**config.mk**
```make
export PLATFORM = sky130hd
export DESIGN_NAME = pe_loop_sequencer
export DESIGN_NICKNAME = d
export VERILOG_FILES = /design/src/rtl/pe_seq_pkg.sv /design/src/rtl/pe_seq_decode.sv /design/src/rtl/pe_seq_bounds.sv /design/src/rtl/pe_seq_pc.sv /design/src/rtl/pe_seq_pred.sv /design/src/rtl/pe_loop_sequencer.sv
export SDC_FILE = /design/constraint.sdc
export NUM_CORES = 1
export LEC_CHECK = 0
export ABC_AREA = 1
export BUFFER_PORTS_ARGS = -buffer_cell sky130_fd_sc_hd__buf_2
export CELL_PAD_IN_SITES_DETAIL_PLACEMENT = 0
export CELL_PAD_IN_SITES_GLOBAL_PLACEMENT = 2
export CORE_MARGIN = 2
export CORE_UTILIZATION = 21
export CTS_CLUSTER_DIAMETER = 30
export DETAILED_ROUTE_END_ITERATION = 6
export PLACE_DENSITY = 0.93
export SYNTH_ARGS = -nofsm -noshare
export SYNTH_HDL_FRONTEND = slang
export SYNTH_HIERARCHICAL = 1
export SYNTH_SLANG_ARGS = --single-unit
```
**constraint.sdc**
```tcl
create_clock -name clk -period 2.6 [get_ports clk]
set_clock_uncertainty 0.1 [all_clocks]
set_input_delay 0 -clock clk [delete_from_list [all_inputs] [get_ports clk]]
set_output_delay 0 -clock clk [all_outputs]
set_load 0.005 [all_outputs]
```
**src/rtl/pe_seq_pkg.sv**
```systemverilog
package pe_seq_pkg;

  typedef enum logic [1:0] {
    NXT_STEP = 2'd0,
    NXT_WRAP = 2'd1,
    NXT_JUMP = 2'd2
  } nxt_src_e;

  // Priority: branch first, then loop-end wrap, then plain step.
  function automatic nxt_src_e choose_src(input logic is_jump, input logic at_end);
    if (is_jump) return NXT_JUMP;
    if (at_end)  return NXT_WRAP;
    return NXT_STEP;
  endfunction

endpackage

```
**src/rtl/pe_seq_decode.sv**
```systemverilog
module pe_seq_decode #(
  parameter int unsigned INSTR_W   = 64,
  parameter int unsigned PC_W      = 5,
  parameter int unsigned OP_W      = 5,
  parameter int unsigned OP_LSB    = 54,
  parameter logic [OP_W-1:0] OP_JUMP = 5'd18,
  parameter int unsigned TRIG_POS  = 59,
  parameter int unsigned DSTV_POS  = 50,
  parameter int unsigned DST_LSB   = 45,
  parameter int unsigned START_LSB = 40,
  parameter int unsigned END_LSB   = 35,
  parameter bit          EXPLICIT_DST_EN = 1'b1
) (
  input  logic [INSTR_W-1:0] instr,
  output logic               is_jump,
  output logic [PC_W-1:0]    jump_dst,
  output logic [PC_W-1:0]    new_start,
  output logic [PC_W-1:0]    new_end,
  output logic               agu_trig
);
  localparam int unsigned OP_MSB    = OP_LSB + OP_W - 1;
  localparam int unsigned DST_MSB   = DST_LSB + PC_W - 1;
  localparam int unsigned START_MSB = START_LSB + PC_W - 1;
  localparam int unsigned END_MSB   = END_LSB + PC_W - 1;

  logic [PC_W-1:0] field_dst;
  logic            unused_instr_bits;

  assign is_jump   = (instr[OP_MSB:OP_LSB] == OP_JUMP);
  assign field_dst = instr[DST_MSB:DST_LSB];
  assign new_start = instr[START_MSB:START_LSB];
  assign new_end   = instr[END_MSB:END_LSB];
  assign agu_trig  = instr[TRIG_POS];
  assign unused_instr_bits = ^instr;

  generate
    if (EXPLICIT_DST_EN) begin : g_dst_flag
      assign jump_dst = instr[DSTV_POS] ? field_dst : new_start;
    end else begin : g_dst_field
      assign jump_dst = field_dst;
    end
  endgenerate

endmodule

```
**src/rtl/pe_seq_bounds.sv**
```systemverilog
module pe_seq_bounds #(
  parameter int unsigned PC_W = 5
) (
  input  logic            clk,
  input  logic            rst_n,
  input  logic            is_jump,
  input  logic [PC_W-1:0] new_start,
  input  logic [PC_W-1:0] new_end,
  input  logic [PC_W-1:0] pc,
  output logic [PC_W-1:0] loop_start,
  output logic            at_end
);
  logic [PC_W-1:0] loop_end;

  always_ff @(posedge clk or negedge rst_n) begin
    if (!rst_n) begin
      loop_start <= '0;
      loop_end   <= '0;
    end else if (is_jump) begin
      loop_start <= new_start;
      loop_end   <= new_end;
    end
  end

  assign at_end = (pc == loop_end);

  // bounds only move on a branch
  a_r11_bounds_hold: assert property (@(posedge clk) disable iff (!rst_n)
    !is_jump |=> ($stable(loop_start) && $stable(loop_end)));

  // a branch captures both fields
  a_r4_bounds_load: assert property (@(posedge clk) disable iff (!rst_n)
    is_jump |=> (loop_start == $past(new_start) && loop_end == $past(new_end)));

endmodule

```
**src/rtl/pe_seq_pc.sv**
```systemverilog
module pe_seq_pc
  import pe_seq_pkg::*;
#(
  parameter int unsigned PC_W = 5
) (
  input  logic            clk,
  input  logic            rst_n,
  input  logic            is_jump,
  input  logic [PC_W-1:0] jump_dst,
  input  logic            at_end,
  input  logic [PC_W-1:0] loop_start,
  output logic [PC_W-1:0] pc
);
  nxt_src_e        src;
  logic [PC_W-1:0] pc_next;

  function automatic logic [PC_W-1:0] step_pc(input logic [PC_W-1:0] cur);
    return PC_W'(cur + 1'b1);
  endfunction

  assign src = choose_src(is_jump, at_end);

  always_comb begin
    unique case (src)
      NXT_JUMP: pc_next = jump_dst;
      NXT_WRAP: pc_next = loop_start;
      default:  pc_next = step_pc(pc);
    endcase
  end

  always_ff @(posedge clk or negedge rst_n) begin
    if (!rst_n) pc <= '0;
    else        pc <= pc_next;
  end

  // a branch wins over everything
  a_r7_jump_first: assert property (@(posedge clk) disable iff (!rst_n)
    is_jump |=> (pc == $past(jump_dst)));

  // loop-end wrap
  a_r5_wrap: assert property (@(posedge clk) disable iff (!rst_n)
    (!is_jump && at_end) |=> (pc == $past(loop_start)));

  // plain step
  a_r6_step: assert property (@(posedge clk) disable iff (!rst_n)
    (!is_jump && !at_end) |=> (pc == PC_W'($past(pc) + 1'b1)));

endmodule

```
**src/rtl/pe_seq_pred.sv**
```systemverilog
module pe_seq_pred (
  input  logic clk,
  input  logic rst_n,
  input  logic is_jump,
  input  logic pred_load,
  input  logic pred_value,
  output logic pred
);
  always_ff @(posedge clk or negedge rst_n) begin
    if (!rst_n)         pred <= 1'b0;
    else if (is_jump)   pred <= 1'b0;
    else if (pred_load) pred <= pred_value;
  end

  // branch clears predicate
  a_r8_jump_clears: assert property (@(posedge clk) disable iff (!rst_n)
    is_jump |=> !pred);

  // write and hold
  a_r9_load: assert property (@(posedge clk) disable iff (!rst_n)
    (!is_jump && pred_load) |=> (pred == $past(pred_value)));

  a_r9_hold: assert property (@(posedge clk) disable iff (!rst_n)
    (!is_jump && !pred_load) |=> $stable(pred));

endmodule

```
**src/rtl/pe_loop_sequencer.sv**
```systemverilog
module pe_loop_sequencer #(
  parameter int unsigned INSTR_W   = 64,
  parameter int unsigned PC_W      = 5,
  parameter int unsigned OP_W      = 5,
  parameter int unsigned OP_LSB    = 54,
  parameter logic [OP_W-1:0] OP_JUMP = 5'd18,
  parameter int unsigned TRIG_POS  = 59,
  parameter int unsigned DSTV_POS  = 50,
  parameter int unsigned DST_LSB   = 45,
  parameter int unsigned START_LSB = 40,
  parameter int unsigned END_LSB   = 35,
  parameter bit          EXPLICIT_DST_EN = 1'b1
) (
  input  logic               clk,
  input  logic               rst_n,
  input  logic [INSTR_W-1:0] instr,
  input  logic               pred_load,
  input  logic               pred_value,
  output logic [PC_W-1:0]    cfg_addr,
  output logic               pred,
  output logic               agu_trig
);
  logic            is_jump;
  logic [PC_W-1:0] jump_dst;
  logic [PC_W-1:0] new_start;
  logic [PC_W-1:0] new_end;
  logic [PC_W-1:0] loop_start;
  logic            at_end;

  pe_seq_decode #(
    .INSTR_W(INSTR_W), .PC_W(PC_W), .OP_W(OP_W), .OP_LSB(OP_LSB),
    .OP_JUMP(OP_JUMP), .TRIG_POS(TRIG_POS), .DSTV_POS(DSTV_POS),
    .DST_LSB(DST_LSB), .START_LSB(START_LSB), .END_LSB(END_LSB),
    .EXPLICIT_DST_EN(EXPLICIT_DST_EN)
  ) u_decode (
    .instr     (instr),
    .is_jump   (is_jump),
    .jump_dst  (jump_dst),
    .new_start (new_start),
    .new_end   (new_end),
    .agu_trig  (agu_trig)
  );

  pe_seq_bounds #(.PC_W(PC_W)) u_bounds (
    .clk        (clk),
    .rst_n      (rst_n),
    .is_jump    (is_jump),
    .new_start  (new_start),
    .new_end    (new_end),
    .pc         (cfg_addr),
    .loop_start (loop_start),
    .at_end     (at_end)
  );

  pe_seq_pc #(.PC_W(PC_W)) u_pc (
    .clk        (clk),
    .rst_n      (rst_n),
    .is_jump    (is_jump),
    .jump_dst   (jump_dst),
    .at_end     (at_end),
    .loop_start (loop_start),
    .pc         (cfg_addr)
  );

  pe_seq_pred u_pred (
    .clk        (clk),
    .rst_n      (rst_n),
    .is_jump    (is_jump),
    .pred_load  (pred_load),
    .pred_value (pred_value),
    .pred       (pred)
  );

  // reset values seen on the first active edge after release
  a_r1_reset_pc: assert property (@(posedge clk) disable iff (!rst_n)
    $rose(rst_n) |-> (cfg_addr == '0 && !pred));

endmodule

```
==> impl_results.md <==
* Outcome: complete, but fails checks
* Failing checks: hold timing
* Chip height at 73.0 um
* Vias in the first global route at between 800 and 900
* Setup crit start kind: input port
* CP max-delay cell: dlygate4sd3_1
* Initial antenna violation count at 0
* Syn avg cell area at ~8.3 um^2
* Synth top area share at 40.1%
* Die area at 5320 um^2
* Vias per inst at a little under 4
* Seq cells post-synth at 16
* Tmin final at approximately 1800 ps
* CTS tree: built
* Slew margin rel. at around three quarters
* Fill count at 509
* Internal power at 0.000626 W
* Crit-path max FO at 21
* Post-route cell area at between 1000 and 1500 um^2
* Crit path from: instr[57]
* Num ports at 75
* Mapped Area at ~1000 um^2
* IO buf count at 30
* Synth Net Count at ~190
* Antenna Cells at 0
* CTS Buf Count at 3
* Clock power frac at between 10% and 20%
* Final Cycle Share at 70.6%
* Hold path start: instr[46]
* Layout cells sized above 1 at 30.4%
* Final core utilization at roughly 29%
* Gate power share at 36.5%
* Crit path DAT at between 1500 and 2000 ps
* Grt total ovfl at 0
* Post-route ant nets at 0
* Final setup viols at 0
* Setup TNS at 0 ps
* Die width at roughly 73 um
* Switching fraction of total power at around 34%
* First-pass GRT wire length at approximately 3500 um
* Max Fclk at roughly 540 MHz
* Worst-Skew Late Latency at between 200 and 300 ps
* Largest net degree at the start of global routing at 22
* Starting DRT DRC Count at 20
* Worst R2R Start: u_pc/pc[2]
* Detailed Place HPWL at ~1500 um
* Peak supply drop at between 0.2 and 0.25 mV
* Vias at 815
* Pwr/cell area at approximately 700 nW/um^2
* Hold slack final at -1.29 ps
* HP Class: input port to register
* Unrepaired setup endpoints after global routing: no
* Worst EP required at 2630 ps
* Psw at ~0.00033 W
* Worst-margin pin slew at 366 ps
* Nets at 229
* Drt drc at 0
* Max-Cap Viols at 0
* Core area at 4660 um^2
* Slew Viols, Final at 0
* Clock H-tree levels at 1
* Worst Setup Path Type: input port to register
* Worst-path clk slew at 60 ps
* Routability cong. at 0.738
* Leak Pwr at around 0.68 nW
* Clk sink count at 16
* Sequential Power Share at between 40% and 50%
* Critical path's top delay family: buffers and inverters
* Top post-synthesis cells by area: dfrtp_1, nand2_1, mux2_4
* Synth-to-Final Area Change at 33.5%
* WP buf/inv at 5
* DRT Pass-1 Iters at 4
* WL final at about 2000 um
* Synth warnings at 6
* Clk buf depth at 2
* DR WL/cell at around 9.4 um
* Power, Total at around 0.00095 W
* Row count at 25
* Syn Inst Count at 120
* Hold Vio Cnt, Final at 1
* Slowest stage delay, CP at around 550 ps
* Netlist cell types at 19
* CP endpoint kind: register
* CP Cell Sequence: buf_2 -> nor2_1 -> nand2_1 -> nor2_2 -> buf_4 -> inv_1 -> nand3_1 -> dlygate4sd3_1 -> nand2_1 -> dlygate4sd3_1
* Register area share after synthesis at about 40%
* Placed Area at 1120 um^2
* Post-synth top area cell: dfrtp_1
* Clock root cell: clkbuf_8
* Initial Util at between 20% and 30%
* GRT Total Usage at approximately 8.7%
path summary, 6_finish.rpt:
| kind | end | slack, ps | cells past startpoint |
|---|---|---|---|
| max | u_pred/pred | 760 | 10 |
| min | u_pc/pc[1] | -1 | 5 |
| max reg2reg | u_pc/pc[3] | 1080 | 9 |
| min reg2reg | u_pc/pc[1] | 390 | 2 |
| max in group asynchronous | u_bounds/loop_start[3] | 2030 | 2 |
| min in group asynchronous | u_bounds/loop_end[4] | 100 | 2 |
final cells by class:
class                   count  area [um^2]  area share, %
well taps                  54         67.6           5.07
repair buffers             48          328           24.6
flip-flops and latches     16          400           30.0
multi-input cells          74          432           32.4
inverters                  17         63.8           4.79
clock buffers               3         41.3           3.10
worst register-to-register path, cell delays in order (launching register included):
cell	delay, ps
dfrtp_1	460
xnor2_1	170
nand3_1	90
nor2_1	160
inv_1	70
nor2_2	180
nand2_1	70
nand2_1	70
inv_1	40
nand2_1	50
per-layer routing:
metal	wire length (um)	global-route usage [%]
met1	1010	11.9
met2	826	12.7
met3	96	1.24
met4	63	5.56
met5	0	0
logic make-up (layout without fill, tap and decap cells):
group	after synthesis	in the layout	synth area share, %
mux	8	8	11.3
simple gates	53	53	21.8
compound gates	8	8	5.14
buf+inv	30	68	16.9
fa+ha+maj	1	1	1.25
flops	16	16	40.1
xor+xnor	4	4	3.51
cells in the final DEF, fill, tap and decap left out, types with 4 or more instances in the layout:
cell           count
buf_2             30
o21ai_1            4
nand3_1            7
mux2_4             6
dlygate4sd3_1     17
nand2_1           38
inv_1             16
dfrtp_1           16
cells in the mapped netlist, drive strengths merged:
cell type and count:
buf 13, mux2 8, xnor2 3, ha 1, inv 17, nand3 7
nor2 6, o21ai 7, o211ai 1, xor2 1, dfrtp 16, nand4 2
nand2 38
power groups by stage:
stage          Sequential (W)  Combinational (W)  Clock (W)
6_report             0.000419           0.000348   0.000187
5_1_grt              0.000438           0.000406   0.000201
4_1_cts              0.000422           0.000357   0.000193
3_5_place_dp         0.000427           0.000334          0
3_3_place_gp         0.000423           0.000327          0
2_1_floorplan        0.000410           0.000241          0
through the flow:
| stage | worst slack, ps | instances |
|---|---|---|
| after floorplan | 1220 | 120 |
| after global placement | 1070 | 192 |
| after detailed placement | 1070 | 192 |
| after CTS | 768 | 212 |
| after global routing | 597 | 212 |
| final | 764 | 212 |
registers in the layout (all words and copies together) (netlist names):
name,count
u_pc/pc,5
u_pred/pred,1
u_bounds/loop_start,5
u_bounds/loop_end,5
repair_timing:
item                                   4_1_cts  5_1_grt
hold buffers                                17        0
endpoints found under the hold margin       30        0
resized for setup                            0        0
buffers inserted                             0        0
Note: power is estimated with default switching activity, not from simulation.
